`src/rtl/bldc_gate_pkg.sv`:
```
`timescale 1ns/1ps
package bldc_gate_pkg;
  localparam int NPH = 3;

  typedef logic [NPH-1:0] ph_mask_t;

  typedef struct packed {
    ph_mask_t hi;
    ph_mask_t lo;
    logic     valid;
  } commute_t;

  // bit 0 = A, bit 1 = B, bit 2 = C
  function automatic commute_t hall_lookup(input logic [2:0] code, input logic rev);
    commute_t c;
    c.valid = 1'b1;
    unique case (code)
      3'b001: begin c.hi = 3'b001; c.lo = 3'b010; end
      3'b011: begin c.hi = 3'b001; c.lo = 3'b100; end
      3'b010: begin c.hi = 3'b010; c.lo = 3'b100; end
      3'b110: begin c.hi = 3'b010; c.lo = 3'b001; end
      3'b100: begin c.hi = 3'b100; c.lo = 3'b001; end
      3'b101: begin c.hi = 3'b100; c.lo = 3'b010; end
      default: begin c.hi = '0; c.lo = '0; c.valid = 1'b0; end
    endcase
    if (rev) begin
      ph_mask_t t;
      t    = c.hi;
      c.hi = c.lo;
      c.lo = t;
    end
    return c;
  endfunction
endpackage

```
`src/rtl/bldc_hall_commutator.sv`:
```
`timescale 1ns/1ps
module bldc_hall_commutator
  import bldc_gate_pkg::*;
(
  input  logic [2:0] hall_i,
  input  logic       dir_i,
  output ph_mask_t   hi_ph_o,
  output ph_mask_t   lo_ph_o,
  output logic       invalid_o
);
  commute_t cmt;

  always_comb begin
    cmt       = hall_lookup(hall_i, dir_i);
    hi_ph_o   = cmt.hi;
    lo_ph_o   = cmt.lo;
    invalid_o = !cmt.valid;
  end

  always_comb begin
    if (!invalid_o) begin
      AST_PHASE_DISJOINT: assert ((hi_ph_o & lo_ph_o) == '0 && $onehot(hi_ph_o) && $onehot(lo_ph_o));
    end
  end
endmodule

```
`src/rtl/bldc_drive_request.sv`:
```
`timescale 1ns/1ps
module bldc_drive_request
  import bldc_gate_pkg::*;
(
  input  ph_mask_t hi_ph_i,
  input  ph_mask_t lo_ph_i,
  input  logic     invalid_i,
  input  logic     pwm_i,
  input  logic     fast_decay_i,
  input  logic     sync_rect_i,
  input  logic     brake_i,
  input  logic     halt_i,
  output ph_mask_t req_hi_o,
  output ph_mask_t req_lo_o
);
  for (genvar p = 0; p < NPH; p++) begin : g_ph
    always_comb begin
      if (halt_i || invalid_i) begin
        req_hi_o[p] = 1'b0;
        req_lo_o[p] = 1'b0;
      end else if (brake_i) begin
        req_hi_o[p] = 1'b0;
        req_lo_o[p] = 1'b1;
      end else begin
        // sourcing phase chops; sinking phase high side only rectifies in fast decay
        req_hi_o[p] = (hi_ph_i[p] & pwm_i)
                    | (lo_ph_i[p] & ~pwm_i & fast_decay_i & sync_rect_i);
        req_lo_o[p] = (lo_ph_i[p] & (pwm_i | ~fast_decay_i))
                    | (hi_ph_i[p] & ~pwm_i & sync_rect_i);
      end
    end

    always_comb begin
      AST_REQ_EXCLUSIVE: assert (!(req_hi_o[p] && req_lo_o[p]));
    end
  end
endmodule

```
`src/rtl/bldc_dead_time.sv`:
```
`timescale 1ns/1ps
module bldc_dead_time #(
  parameter int DEAD_W = 8
) (
  input  logic              clk_i,
  input  logic              rst_ni,
  input  logic [DEAD_W-1:0] dead_cycles_i,
  input  logic              req_hi_i,
  input  logic              req_lo_i,
  output logic              gate_hi_o,
  output logic              gate_lo_o
);
  localparam logic [DEAD_W-1:0] CNT_SAT = {DEAD_W{1'b1}};

  logic              hi_q, lo_q, hi_d, lo_d, gap_ok;
  logic [DEAD_W-1:0] cnt_q;

  always_comb begin
    gap_ok = !hi_q && !lo_q && (cnt_q >= dead_cycles_i);
    hi_d   = req_hi_i && (hi_q || (gap_ok && !req_lo_i));
    lo_d   = req_lo_i && (lo_q || (gap_ok && !req_hi_i));
  end

  always_ff @(posedge clk_i or negedge rst_ni) begin
    if (!rst_ni) begin
      hi_q  <= 1'b0;
      lo_q  <= 1'b0;
      cnt_q <= '0;
    end else begin
      hi_q <= hi_d;
      lo_q <= lo_d;
      if (hi_q || lo_q)        cnt_q <= '0;
      else if (cnt_q != CNT_SAT) cnt_q <= cnt_q + 1'b1;
    end
  end

  assign gate_hi_o = hi_q;
  assign gate_lo_o = lo_q;

  AST_NO_SHOOT_THROUGH: assert property (@(posedge clk_i) disable iff (!rst_ni)
    !(hi_q && lo_q));
  AST_HI_AFTER_GAP: assert property (@(posedge clk_i) disable iff (!rst_ni)
    $rose(hi_q) |-> !$past(lo_q));
  AST_LO_AFTER_GAP: assert property (@(posedge clk_i) disable iff (!rst_ni)
    $rose(lo_q) |-> !$past(hi_q));
  AST_HI_DROPS: assert property (@(posedge clk_i) disable iff (!rst_ni)
    !$past(req_hi_i) |-> !hi_q);
  AST_LO_DROPS: assert property (@(posedge clk_i) disable iff (!rst_ni)
    !$past(req_lo_i) |-> !lo_q);
endmodule

```
`src/rtl/bldc_gate_ctrl.sv`:
```
`timescale 1ns/1ps
module bldc_gate_ctrl
  import bldc_gate_pkg::*;
#(
  parameter int DEAD_W = 8
) (
  input  logic              clk_i,
  input  logic              rst_ni,
  input  logic [2:0]        hall_i,
  input  logic              dir_i,
  input  logic              pwm_i,
  input  logic              fast_decay_i,
  input  logic              sync_rect_i,
  input  logic              brake_i,
  input  logic              halt_i,
  input  logic [DEAD_W-1:0] dead_cycles_i,
  output logic [2:0]        gate_hi_o,
  output logic [2:0]        gate_lo_o,
  output logic              hall_fault_o
);
  ph_mask_t hi_ph, lo_ph, req_hi, req_lo;
  logic     invalid, fault_q;

  bldc_hall_commutator u_cmt (
    .hall_i    (hall_i),
    .dir_i     (dir_i),
    .hi_ph_o   (hi_ph),
    .lo_ph_o   (lo_ph),
    .invalid_o (invalid)
  );

  bldc_drive_request u_req (
    .hi_ph_i      (hi_ph),
    .lo_ph_i      (lo_ph),
    .invalid_i    (invalid),
    .pwm_i        (pwm_i),
    .fast_decay_i (fast_decay_i),
    .sync_rect_i  (sync_rect_i),
    .brake_i      (brake_i),
    .halt_i       (halt_i),
    .req_hi_o     (req_hi),
    .req_lo_o     (req_lo)
  );

  for (genvar p = 0; p < NPH; p++) begin : g_dt
    bldc_dead_time #(.DEAD_W(DEAD_W)) u_dt (
      .clk_i         (clk_i),
      .rst_ni        (rst_ni),
      .dead_cycles_i (dead_cycles_i),
      .req_hi_i      (req_hi[p]),
      .req_lo_i      (req_lo[p]),
      .gate_hi_o     (gate_hi_o[p]),
      .gate_lo_o     (gate_lo_o[p])
    );
  end

  always_ff @(posedge clk_i or negedge rst_ni) begin
    if (!rst_ni) fault_q <= 1'b0;
    else         fault_q <= invalid;
  end

  assign hall_fault_o = fault_q;

  AST_FAULT_ALL_OFF: assert property (@(posedge clk_i) disable iff (!rst_ni)
    hall_fault_o |-> (gate_hi_o == '0 && gate_lo_o == '0));
  AST_BRAKE_NO_HIGH: assert property (@(posedge clk_i) disable iff (!rst_ni)
    $past(brake_i) |-> gate_hi_o == '0);
  AST_HALT_ALL_OFF: assert property (@(posedge clk_i) disable iff (!rst_ni)
    $past(halt_i) |-> (gate_hi_o == '0 && gate_lo_o == '0));
  AST_ONE_SOURCE: assert property (@(posedge clk_i) disable iff (!rst_ni)
    $countones(gate_hi_o) <= 1);
endmodule

```
`config.mk`:
```
export PLATFORM = sky130hd
export DESIGN_NAME = bldc_gate_ctrl
export DESIGN_NICKNAME = d
export VERILOG_FILES = /design/src/rtl/bldc_gate_pkg.sv /design/src/rtl/bldc_hall_commutator.sv /design/src/rtl/bldc_drive_request.sv /design/src/rtl/bldc_dead_time.sv /design/src/rtl/bldc_gate_ctrl.sv
export SDC_FILE = /design/constraint.sdc
export NUM_CORES = 1
export LEC_CHECK = 0
export ABC_CLOCK_PERIOD_IN_PS = 1830
export BUFFER_PORTS_ARGS = -buffer_cell sky130_fd_sc_hd__buf_2
export CORE_ASPECT_RATIO = 0.6
export CORE_MARGIN = 8
export CORE_UTILIZATION = 58
export DETAILED_ROUTE_END_ITERATION = 12
export PLACE_DENSITY = 0.91
export SLEW_MARGIN = 0
export SYNTH_ARGS = -nofsm -noshare
export SYNTH_HDL_FRONTEND = slang
export SYNTH_HIERARCHICAL = 1
export SYNTH_SLANG_ARGS = --single-unit
```
`constraint.sdc`:
```
create_clock -name clk_i -period 1.83 [get_ports clk_i]
set_input_delay 0.0915 -clock clk_i [delete_from_list [all_inputs] [get_ports clk_i]]
set_output_delay 0.0915 -clock clk_i [all_outputs]
set_load 0.02 [all_outputs]
```
* Word level (Yosys, flattened, before mapping)
Cells that the tools add are included.
** Storage, ports and cells
- Flip-flop bits (word level) :: 31
- Input port bits :: 19
- Output and inout port bits :: 7
** Cells by class
- $add $sub $neg :: 3
- Order comparisons :: 3
- Equal/unequal tests :: 9
- Mux-type cells :: 21
- Bitwise logic cells :: 30
- Reductions and logical operators :: 45
** Operator list (count)
- $mux 8 :: 6
- $pmux 6 s6 :: 1
- $add 8x1->8 const B :: 3
- $ge 8x8->1 :: 3
- $ne 8x8->1 const B :: 3
- $and 1x1->1 :: 21
- $logic_and 1x1->1 :: 18
- $logic_not 1->1 :: 13
- $mux 1 :: 13
- $logic_or 1x1->1 :: 10
- $eq 3x3->1 const B :: 3
- $or 1x1->1 :: 7
- $eq 3x2->1 const B :: 2
- $mux 6 :: 1
- $reduce_bool 2->1 :: 3
- $reduce_or 6->1 :: 1
- $eq 3x1->1 const B :: 1
- $not 1->1 :: 2

* Logic depth before layout (Yosys ltp)
Gate-level depths: netlist of run 1.
- Depth after elaboration :: 13
- Mapped depth :: 8

* Cells and area by module
Netlist of run 1, hierarchy kept.
** Modules (own cells, without submodules)
- bldc_dead_time :: instances 3, cells each 78, area an instance 669.4 µm², seq. area each 250.2 µm²
- bldc_hall_commutator :: instances 1, cells each 17, area an instance 116.4 µm², seq. area each 0.0 µm²
- bldc_drive_request :: instances 1, cells each 15, area an instance 100.1 µm², seq. area each 0.0 µm²
- bldc_gate_ctrl :: instances 1, cells each 1, area an instance 25.0 µm², seq. area each 25.0 µm²

* Worst setup path before layout of run 1
Ideal clock, no wire load.
- Path kind :: reg2reg
- Start :: register g_dt[1].u_dt.cnt_q[2]
- End :: register g_dt[1].u_dt.lo_q
- Setup time :: 0.077 ns
- Arrival time :: 1.466 ns
- Setup slack :: 0.287 ns
- Stages on the path, launching flop included :: 6
- Period minus slack after synthesis :: 1.543 ns
- Cell sequence :: dfrtp_1 -> ha_1 -> o21a_1 -> nor2_1 -> or4_1 -> a21oi_1
** On the way
- Cells in the longest elaborated chain, start to end :: 5
** Ends and longest elaborated chain
- from (decl) :: RTL line bldc_dead_time.sv:16 : logic [DEAD_W-1:0] cnt_q;
- from (signal assigned) :: RTL line bldc_dead_time.sv:33 : else if (cnt_q != CNT_SAT) cnt_q <= cnt_q + 1'b1;
- $ge 8x8->1 :: RTL line bldc_dead_time.sv:19 : gap_ok = !hi_q && !lo_q && (cnt_q >= dead_cycles_i);
- $logic_and 1x1->1 :: RTL line bldc_dead_time.sv:19
- $logic_and 1x1->1 :: RTL line bldc_dead_time.sv:21 : lo_d = req_lo_i && (lo_q || (gap_ok && !req_hi_i));
- $logic_or 1x1->1 :: RTL line bldc_dead_time.sv:21
- $logic_and 1x1->1 :: RTL line bldc_dead_time.sv:21
- via g_dt[1].u_dt.lo_d :: RTL line bldc_dead_time.sv:15 : logic hi_q, lo_q, hi_d, lo_d, gap_ok;
- to (signal assigned) :: RTL line bldc_dead_time.sv:31 : lo_q <= lo_d;
- to (decl) :: RTL line bldc_dead_time.sv:15
The timed path passes the listed nets, and every way through them passes these cells.
A chain may end at the register's enable or synchronous reset.

* Final worst setup path of run 1
- Start :: register g_dt[2].u_dt.cnt_q[3]
- End :: register g_dt[2].u_dt.hi_q
** On the way
- Cells in the longest elaborated chain, start to end :: 5
** Ends and longest elaborated chain
- from (decl) :: RTL line bldc_dead_time.sv:16
- from (signal assigned) :: RTL line bldc_dead_time.sv:33
- $ge 8x8->1 :: RTL line bldc_dead_time.sv:19
- $logic_and 1x1->1 :: RTL line bldc_dead_time.sv:19
- $logic_and 1x1->1 :: RTL line bldc_dead_time.sv:20 : hi_d = req_hi_i && (hi_q || (gap_ok && !req_lo_i));
- $logic_or 1x1->1 :: RTL line bldc_dead_time.sv:20
- $logic_and 1x1->1 :: RTL line bldc_dead_time.sv:20
- via g_dt[2].u_dt.hi_d :: RTL line bldc_dead_time.sv:15
- to (signal assigned) :: RTL line bldc_dead_time.sv:30 : hi_q <= hi_d;
- to (decl) :: RTL line bldc_dead_time.sv:15
The timed path passes the listed nets, and every way through them passes these cells.

==> reports/qor.csv, run 1 <==
stage,metric,value,unit
pwr,power_leakage,1.29,nW
setup_path,cp-end-kind,flop,
sta,min_period_over_period,0.958,
drt,vias,2045,
cts,cts_root_buf,clkbuf_8,
drt,drt_first_pass_iters,4,
drt,totalWireLength,5480,um
place,gp_congestion,0.835,
pwr,total_power,3.19,mW
hold_path,min_path_type,input port to flop,
job,drv_cap,0,
global_routing,overflow,0,
cts,cts_buffers,5,
sta,clock.fmax,571,MHz
sta,hold_viol,0,
finish,fin_cells,346,
global_routing,grtUsageTotal,0.185,
sta,finClkSkew,0.00251,ns
finish,antenna_cells,0,
cts,cts.path.max_buffers,2,
floorplanning,die_x,96.4,um
synth,synth-seq-cells,31,
global_routing,antenna_found_initial,0,
global_routing,grt_pass1_wl,9270,um
drt,vias_per_cell,5.91,
drt,drc_errors,0,
cts,post_cts_buffers,0,
finish,layout-drive-gt1-share,0.134,
setup_path,path_max_fanout,6,
global_routing,first_global_vias,2103,
synth,synth.distinct_cells,31,
floorplanning,rows,17,
sta,drv_slew,0,
cts,h-tree-depth,2,
place,place_hpwl,4180,um
sta,tightest_slew,0.719,ns
sta,rsz0062_at_grt,false,
floorplanning,fp.coreArea,3700,um2
cts,cts.sinks,31,
drt,wire_per_inst,15.8,um
floorplanning,initial_core_util,0.608,
pwr,irDropWorstVdd,0.733,mV
sta,fin_crit,1.75,ns
sta,fin_tns_setup,0,ns
floorplanning,ioPinCount,26,
finish,nets,344,
setup_path,critical_path_required,2.03,ns
synth,avgSynthCellArea,8.43,um2
synth,ys_seq_area_frac,0.345,
cts,insertion_delay,0.28,ns
place,port-buffer-count,25,
place,dpl.cell_count,337,
floorplanning,fp.dieH,64.2,um
global_routing,grt_max_degree,32,
sta,slew_headroom,0.521,
synth,syn_area,2250,um2
setup_path,worst_ep_arrival_time,1.96,ns
synth,yosys_warnings,6,
floorplanning,die_area,6190,um2
drt,ant_nets,0,
drt,initialDrtViolationCount,112,
outcome,status,"finished, final reports clean",
cts,clk_pin_slew,0.07,ns
sta,finalSetupViolCount,0,
finish,area_delta_synth_final,12.2,%
cts,tritoncts,built,
synth,syn_inst,267,
pwr,power_density,1270,nW/um2
setup_path,path_class,flop to flop,
setup_path,worst_setup_path_start_kind,flop,
synth,syn-num-nets,313,
-- path summary, 6_finish.rpt --
kind / slack [ns] / start / endpoint / depth (start not counted)
max in group asynchronous: 0.97 / rst_ni / g_dt[1].u_dt/cnt_q[0]$_DFFE_PN0P_ / 2
min in group asynchronous: 0.39 / rst_ni / hall_fault_o$_DFF_PN0_ / 2
min: 0.16 / halt_i / g_dt[1].u_dt/gate_lo_o$_DFF_PN0_ / 4
max: 0.08 / g_dt[2].u_dt/cnt_q[3]$_DFFE_PN0P_ / g_dt[2].u_dt/gate_hi_o$_DFF_PN0_ / 5
min reg2reg: 0.62 / g_dt[0].u_dt/cnt_q[5]$_DFFE_PN0P_ / g_dt[0].u_dt/cnt_q[5]$_DFFE_PN0P_ / 2
max reg2reg: 0.08 / g_dt[2].u_dt/cnt_q[3]$_DFFE_PN0P_ / g_dt[2].u_dt/gate_hi_o$_DFF_PN0_ / 5
-- power breakdown --
| part | switching (mW) | internal, mW | leakage (nW) |
|---|---|---|---|
| sequential | 0.364 | 0.939 | 0.391 |
| clock | 0.255 | 0.267 | 0.0422 |
| combinational | 0.748 | 0.622 | 0.852 |
-- layout by cell type, fill, tap and decap left out --
master	netlist	layout
nor2_1	48	48
dfrtp_1	31	31
ha_1	27	27
buf_2	1	25
inv_1	24	24
a21oi_1	18	18
nand2_1	17	17
o21ai_0	11	11
nand3_1	10	10
mux2i_1	10	10
nor3_1	9	9
nand4_1	6	6
xnor2_1	6	6
clkbuf_8	0	5
nand2b_1	5	5
o21a_1	3	3
a2111oi_0	3	3
or4_1	3	3
or2_2	3	3
and4_1	3	3
nor4b_1	3	3
a31o_2	3	3
o22ai_1	3	3
xor2_1	3	3
a221oi_1	3	3
a32oi_1	3	3
clkbuf_1	3	2
buf_4	0	2
or2b_1	2	2
nand3b_1	2	2
or3_1	2	2
clkinv_2	0	1
dlygate4sd3_1	0	1
or2_1	1	1
nor2b_2	1	1
-- routing by layer --
layer  track usage  routed length (um)  vias up
met5             0                   0        -
met4        0.0450                  53        0
met3        0.0594                 343        9
met2         0.310                2550       56
met1         0.225                2540      976
li1              -                   -     1004
-- cells by family after synthesis --
logic type / share of synthesized area
AOI/OAI and AO/OA: 0.130
xor gates and xnor gates: 0.0350
adders and majority gates: 0.150
buffers and inverters: 0.0473
DFF: 0.345
muxes: 0.0445
and+or+nand+nor: 0.249
-- cell usage after synthesis (all sizes together) --
master	number	share of area
inv	24	0.040
or2b	2	0.0067
a32oi	3	0.012
or3	2	0.0056
nor2b	1	0.0039
a31o	3	0.012
buf	1	0.0022
nand3b	2	0.0067
clkbuf	3	0.0050
nand2b	5	0.014
dfrtp	31	0.34
nor2	48	0.080
xnor2	6	0.023
nand2	17	0.028
nor4b	3	0.012
a221oi	3	0.012
mux2i	10	0.044
nand4	6	0.017
and4	3	0.012
or2	4	0.011
o21a	3	0.010
nand3	10	0.022
a2111oi	3	0.012
nor3	9	0.020
a21oi	18	0.040
xor2	3	0.012
o21ai	11	0.024
or4	3	0.010
ha	27	0.15
o22ai	3	0.0083
-- flip-flops by register name, summed over array words and instances, names as in the netlist --
signal	cells
g_dt.u_dt/cnt_q	24
g_dt.u_dt/gate_hi_o	3
g_dt.u_dt/gate_lo_o	3
hall_fault_o	1
-- metrics by stage --
| step | hold WS, ns | setup slack [ns] | instance area [um2] | utilization |
|---|---|---|---|---|
| floorplan | -0.204 | 0.287 | 2250 | - |
| global placement | 0.174 | 0.176 | 2430 | 0.657 |
| detailed placement | 0.186 | 0.104 | 2430 | 0.657 |
| CTS | 0.153 | 0.0865 | 2520 | 0.682 |
| global route | 0.190 | 0.0225 | 2520 | 0.682 |
| finish | 0.161 | 0.0775 | 2520 | 0.682 |
-- worst max-delay path, stage by stage (launching register included) --
cell and delay, ns:
dfrtp_1 0.45, ha_1 0.32, o21a_1 0.12, nor2_1 0.04, or4_1 0.57, a21oi_1 0.18
-- cell type report --
class                   instances  area, um2
clock inverters                 1       5.00
clock buffers                   7       76.3
fillers                       305       1180
flip-flops and latches         31        776
well taps                      47       58.8
multi-input cells             208       1370
repair buffers                 28        150
inverters                      24       90.1
-- what timing repair did --
| item | in CTS | in global routing |
|---|---|---|
| resized for setup | 0 | 0 |
| hold buffers | 1 | 0 |
| hold endpoints to repair | 31 | 0 |
| setup endpoints to repair | 0 | 0 |
No activity file was read; power rests on OpenSTA's default activity.
==> run 2, diff against run 1 <==
--- a/config.mk
+++ b/config.mk
@@ -5,13 +5,13 @@
 export SDC_FILE = /design/constraint.sdc
 export NUM_CORES = 1
 export LEC_CHECK = 0
-export ABC_CLOCK_PERIOD_IN_PS = 1830
+export ABC_CLOCK_PERIOD_IN_PS = 2200
 export BUFFER_PORTS_ARGS = -buffer_cell sky130_fd_sc_hd__buf_2
 export CORE_ASPECT_RATIO = 0.6
 export CORE_MARGIN = 8
-export CORE_UTILIZATION = 58
+export CORE_UTILIZATION = 63
 export DETAILED_ROUTE_END_ITERATION = 12
-export PLACE_DENSITY = 0.91
+export PLACE_DENSITY = 0.95
 export SLEW_MARGIN = 0
 export SYNTH_ARGS = -nofsm -noshare
 export SYNTH_HDL_FRONTEND = slang
==> constraint.sdc (replaced) <==
create_clock -name clk_i -period 2.2 [get_ports clk_i]
set_input_delay 0.11 -clock clk_i [delete_from_list [all_inputs] [get_ports clk_i]]
set_output_delay 0.11 -clock clk_i [all_outputs]
set_load 0.02 [all_outputs]
==> run 2 against run 1 <==
Compared with the run above:
- sequential cell count did not move
- via count is 1.8% lower
- combinational power down 20%
- maximum frequency up 0.41%
- clock skew up 0.0021 ns
- worst hold slack hardly changed
- total power down 17%
- non-clock buffer count decreased by 2
- critical endpoint is now g_dt[1].u_dt/gate_lo_o$_DFF_PN0_
==> reports/qor.csv, run 2 (synthesis gave the netlist of run 1 again) <==
stage,metric,value,unit
floorplanning,fp.dieH,62.3,um
sta,fin_tns_setup,0,ns
sta,slew_headroom,0.529,
setup_path,path_class,flop to flop,
setup_path,worst_ep_arrival_time,1.95,ns
drt,initialDrtViolationCount,137,
global_routing,grt_pass1_wl,8520,um
sta,finalSetupViolCount,0,
cts,cts_root_buf,clkbuf_8,
job,drv_cap,0,
pwr,irDropWorstVdd,0.735,mV
pwr,power_leakage,1.28,nW
global_routing,overflow,0,
sta,drv_slew,0,
cts,tritoncts,built,
place,gp_congestion,0.874,
drt,ant_nets,0,
cts,cts.sinks,31,
setup_path,worst_setup_path_start_kind,flop,
finish,final_common_cell,nor2_1,
setup_path,r2r-start,g_dt[1].u_dt/cnt_q[2]$_DFFE_PN0P_,
sta,tightest_slew,0.706,ns
finish,regMostFlops,g_dt.u_dt/cnt_q,
floorplanning,die_area,5800,um2
cts,insertion_delay,0.29,ns
sta,worst_slack,0.455,ns
drt,vias_per_cell,5.89,
place,place_hpwl,3900,um
setup_path,path_max_fanout,7,
finish,nets,342,
global_routing,grt_max_degree,32,
finish,most-common-layout-cells,"48 x nor2_1, 31 x dfrtp_1, 27 x ha_1",
cts,cts.path.max_buffers,2,
place,dp_worst_setup_slack,0.488,ns
outcome,status,"finished, final reports clean",
global_routing,antenna_found_initial,0,
drt,drt_first_pass_iters,4,
setup_path,critPathLaunch,g_dt[1].u_dt/cnt_q[2]$_DFFE_PN0P_,
sta,rsz0062_at_grt,false,
cts,clk_pin_slew,0.06,ns
sta,fin_crit,1.75,ns
drt,drc_errors,0,
finish,antenna_cells,0,
place,port-buffer-count,25,
drt,totalWireLength,5050,um
pwr,power_density,1050,nW/um2
finish,layout-drive-gt1-share,0.132,
cts,cts_buffers,5,
hold_path,min_path_type,input port to flop,
setup_path,critical_path_required,2.41,ns
setup_path,reg2reg_slack,0.45,ns
finish,largest_reg_flops,24,
sta,hold_viol,0,
drt,wire_per_inst,14.8,um
floorplanning,fp.coreArea,3340,um2
drt,vias,2008,
floorplanning,ioPinCount,26,
cts,h-tree-depth,2,
cts,post_cts_buffers,0,
sta,min_period_over_period,0.793,
floorplanning,initial_core_util,0.673,
finish,area_delta_synth_final,11.7,%
sta,clock.fmax,573,MHz
sta,finClkSkew,0.00461,ns
global_routing,grtUsageTotal,0.180,
setup_path,cp-end-kind,flop,
global_routing,first_global_vias,1820,
hold_path,min_from,halt_i,
floorplanning,rows,16,
floorplanning,die_x,93.1,um
## run 2: worst paths after layout
| check | endpoint | cells after the start |
|---|---|---|
| min in group asynchronous | g_dt[2].u_dt/cnt_q[5]$_DFFE_PN0P_ | 2 |
| max in group asynchronous | g_dt[0].u_dt/cnt_q[4]$_DFFE_PN0P_ | 2 |
| min | g_dt[1].u_dt/gate_lo_o$_DFF_PN0_ | 4 |
| min reg2reg | g_dt[0].u_dt/cnt_q[6]$_DFFE_PN0P_ | 2 |
| max | g_dt[1].u_dt/gate_lo_o$_DFF_PN0_ | 5 |
| max reg2reg | g_dt[1].u_dt/gate_lo_o$_DFF_PN0_ | 5 |
## run 2: cell type report
type / count / area [um2]
clock buffers: 6 / 82.6
flip-flops and latches: 31 / 776
inverters: 24 / 90.1
multi-input cells: 208 / 1370
well taps: 45 / 56.3
clock inverters: 1 / 5.00
repair buffers: 26 / 135
fillers: 242 / 831
## run 2: metal layers
layer,track usage,up-vias,part of all wire
met1,0.249,926,0.49
li1,-,1004,-
met2,0.256,69,0.43
met5,0,-,0
met3,0.0480,9,0.059
met4,0.0758,0,0.017
## run 2: per-stage QoR
stage                     power [mW]  hold WS, ns  cell area, um2  instances   util
final                           2.64        0.161            2510        341  0.751
after global routing            2.88        0.193            2510        341  0.751
after CTS                       2.63        0.151            2510        341  0.751
after detailed placement        2.16        0.195            2410        333  0.722
after global placement          2.08        0.192            2410        333  0.722
after floorplan                 1.85       -0.186            2250        267      -
## run 2: critical path, cell delays in order, from the launching register on
cell and delay [ns]:
dfrtp_1 0.46, ha_1 0.32, o21a_1 0.13, nor2_1 0.04, or4_1 0.55, a21oi_1 0.16
## run 2: power breakdown
group | switching [mW] | internal, mW | total (mW)
Sequential | 0.311 | 0.782 | 1.09
Clock | 0.209 | 0.245 | 0.454
Combinational | 0.585 | 0.504 | 1.09
## run 2: repair_timing
| action | 4_1_cts | 5_1_grt |
|---|---|---|
| endpoints found under the setup margin | 0 | 0 |
| hold endpoints to repair | 31 | 0 |
| gates resized for setup | 0 | 0 |
| hold buffers | 1 | 0 |
==> run 3, diff against run 2 <==
--- a/config.mk
+++ b/config.mk
@@ -5,13 +5,13 @@
 export SDC_FILE = /design/constraint.sdc
 export NUM_CORES = 1
 export LEC_CHECK = 0
-export ABC_CLOCK_PERIOD_IN_PS = 2200
+export ABC_CLOCK_PERIOD_IN_PS = 1700
 export BUFFER_PORTS_ARGS = -buffer_cell sky130_fd_sc_hd__buf_2
 export CORE_ASPECT_RATIO = 0.6
 export CORE_MARGIN = 8
-export CORE_UTILIZATION = 63
+export CORE_UTILIZATION = 58
 export DETAILED_ROUTE_END_ITERATION = 12
-export PLACE_DENSITY = 0.95
+export PLACE_DENSITY = 0.91
 export SLEW_MARGIN = 0
 export SYNTH_ARGS = -nofsm -noshare
 export SYNTH_HDL_FRONTEND = slang
==> constraint.sdc (replaced) <==
create_clock -name clk_i -period 1.7 [get_ports clk_i]
set_input_delay 0.085 -clock clk_i [delete_from_list [all_inputs] [get_ports clk_i]]
set_output_delay 0.085 -clock clk_i [all_outputs]
set_load 0.02 [all_outputs]
==> run 3 against run 2 <==
Compared with the run above:
- count of clock-buffer cells in the layout grew 1
- highest routed layer unchanged
- maximum frequency grew 6.9%
- die area grew 6.7%
==> reports/qor.csv, run 3 (synthesis gave the netlist of run 1 again) <==
stage,metric,value,unit
sta,fin_tns_setup,0,ns
global_routing,grt.met2_usage,0.315,
global_routing,grt_pass1_wl,9260,um
sta,finalSetupViolCount,0,
drt,vias_per_cell,5.95,
sta,worst_slack,0.0680,ns
finish,area_delta_synth_final,15.6,%
finish,nets,354,
setup_path,cp-end-kind,flop,
floorplanning,fp.coreArea,3700,um2
pwr,irDropWorstVdd,0.730,mV
finish,regMostFlops,g_dt.u_dt/cnt_q,
setup_path,worst_ep_arrival_time,1.83,ns
floorplanning,die_x,96.4,um
drt,totalWireLength,5700,um
setup_path,path_max_fanout,4,
pwr,power_leakage,1.33,nW
floorplanning,initial_core_util,0.608,
global_routing,use_met3,0.0466,
global_routing,grt_busiest_layer,met2,
place,gp_congestion,0.842,
floorplanning,rows,17,
drt,vias,2118,
cts,h-tree-depth,2,
finish,antenna_cells,0,
cts,cts_root_buf,clkbuf_8,
sta,min_period_over_period,0.960,
pwr,power_density,1390,nW/um2
setup_path,rr_worst_depth,4,
sta,tightest_slew,0.695,ns
finish,largest_reg_flops,24,
drt,initialDrtViolationCount,215,
setup_path,critical_path_required,1.90,ns
sta,slew_headroom,0.537,
global_routing,grtUsageTotal,0.190,
place,dpl.cell_count,346,
sta,rsz0062_at_grt,false,
cts,cts_buffers,5,
finish,fin_cells,356,
sta,clock.fmax,613,MHz
floorplanning,ioPinCount,26,
outcome,status,"finished, final reports clean",
global_routing,grt_max_degree,32,
cts,insertion_delay,0.28,ns
finish,layout-drive-gt1-share,0.162,
job,drv_cap,0,
sta,hold_viol,0,
drt,drc_errors,0,
global_routing,first_global_vias,1992,
place,dp_worst_setup_slack,-0.0146,ns
setup_path,path_class,flop to flop,
global_routing,grt_util_met1,0.237,
finish,most-common-layout-cells,"48 x nor2_1, 31 x dfrtp_1, 27 x ha_1",
setup_path,worst_setup_path_start_kind,flop,
cts,cts.sinks,31,
sta,drv_slew,0,
cts,cts.path.max_buffers,2,
floorplanning,fp.dieH,64.2,um
drt,ant_nets,0,
floorplanning,die_area,6190,um2
pwr,total_power,3.61,mW
global_routing,antenna_found_initial,0,
drt,wire_per_inst,16.0,um
cts,clk_pin_slew,0.06,ns
global_routing,overflow,0,
finish,fin_util,0.703,
place,port-buffer-count,25,
hold_path,whs_path_depth,4,
sta,finClkSkew,0.00244,ns
finish,final_common_cell,nor2_1,
sta,fin_crit,1.63,ns
drt,drt_first_pass_iters,4,
place,place_hpwl,4530,um
cts,tritoncts,built,
hold_path,min_path_type,input port to flop,
-- run 3: area by class of cell --
cell class / instances / area, um2
inverter: 24 / 90.1
clock buffer: 7 / 76.3
tap: 47 / 58.8
sequential: 31 / 776
clock inverter: 1 / 5.00
multi-input combinational: 208 / 1370
timing repair buffer: 38 / 225
fill: 310 / 1100
-- run 3: where the power goes --
group / internal (mW) / switching, mW
Combinational: 0.804 / 0.981
Clock: 0.287 / 0.265
Sequential: 1.01 / 0.256
-- run 3: through the flow --
stage               hold slack (ns)  area [um2]
floorplan                    -0.211        2250
global placement              0.169        2500
detailed placement            0.175        2500
CTS                           0.127        2600
global route                  0.167        2600
finish                        0.140        2600
-- run 3: path summary, 6_finish.rpt --
path                                              startpoint                                end  slack, ns
max reg2reg                g_dt[0].u_dt/cnt_q[5]$_DFFE_PN0P_   g_dt[0].u_dt/gate_hi_o$_DFF_PN0_       0.07
min                                                   halt_i   g_dt[0].u_dt/gate_lo_o$_DFF_PN0_       0.14
min reg2reg                g_dt[2].u_dt/cnt_q[5]$_DFFE_PN0P_  g_dt[2].u_dt/cnt_q[5]$_DFFE_PN0P_       0.59
min in group asynchronous                             rst_ni             hall_fault_o$_DFF_PN0_       0.38
max in group asynchronous                             rst_ni  g_dt[0].u_dt/cnt_q[4]$_DFFE_PN0P_       0.87
max                        g_dt[0].u_dt/cnt_q[5]$_DFFE_PN0P_   g_dt[0].u_dt/gate_hi_o$_DFF_PN0_       0.07
-- run 3: metal layers --
metal  part of all wire  wire length (um)
met4              0.016                89
met5                  0                 0
met1               0.45              2540
met3              0.069               393
met2               0.47              2670
-- run 3: worst max-delay path, cell delays in order, from the launching register on --
cell and delay (ns):
dfrtp_1 0.42, ha_1 0.33, nand2_1 0.10, or4_1 0.52, a21oi_1 0.18
-- run 3: timing repair --
action	CTS	global route
endpoints found under the setup margin	2	0
setup buffers	1	0
hold endpoints to repair	31	0
hold buffers	1	0
gates resized for setup	1	0
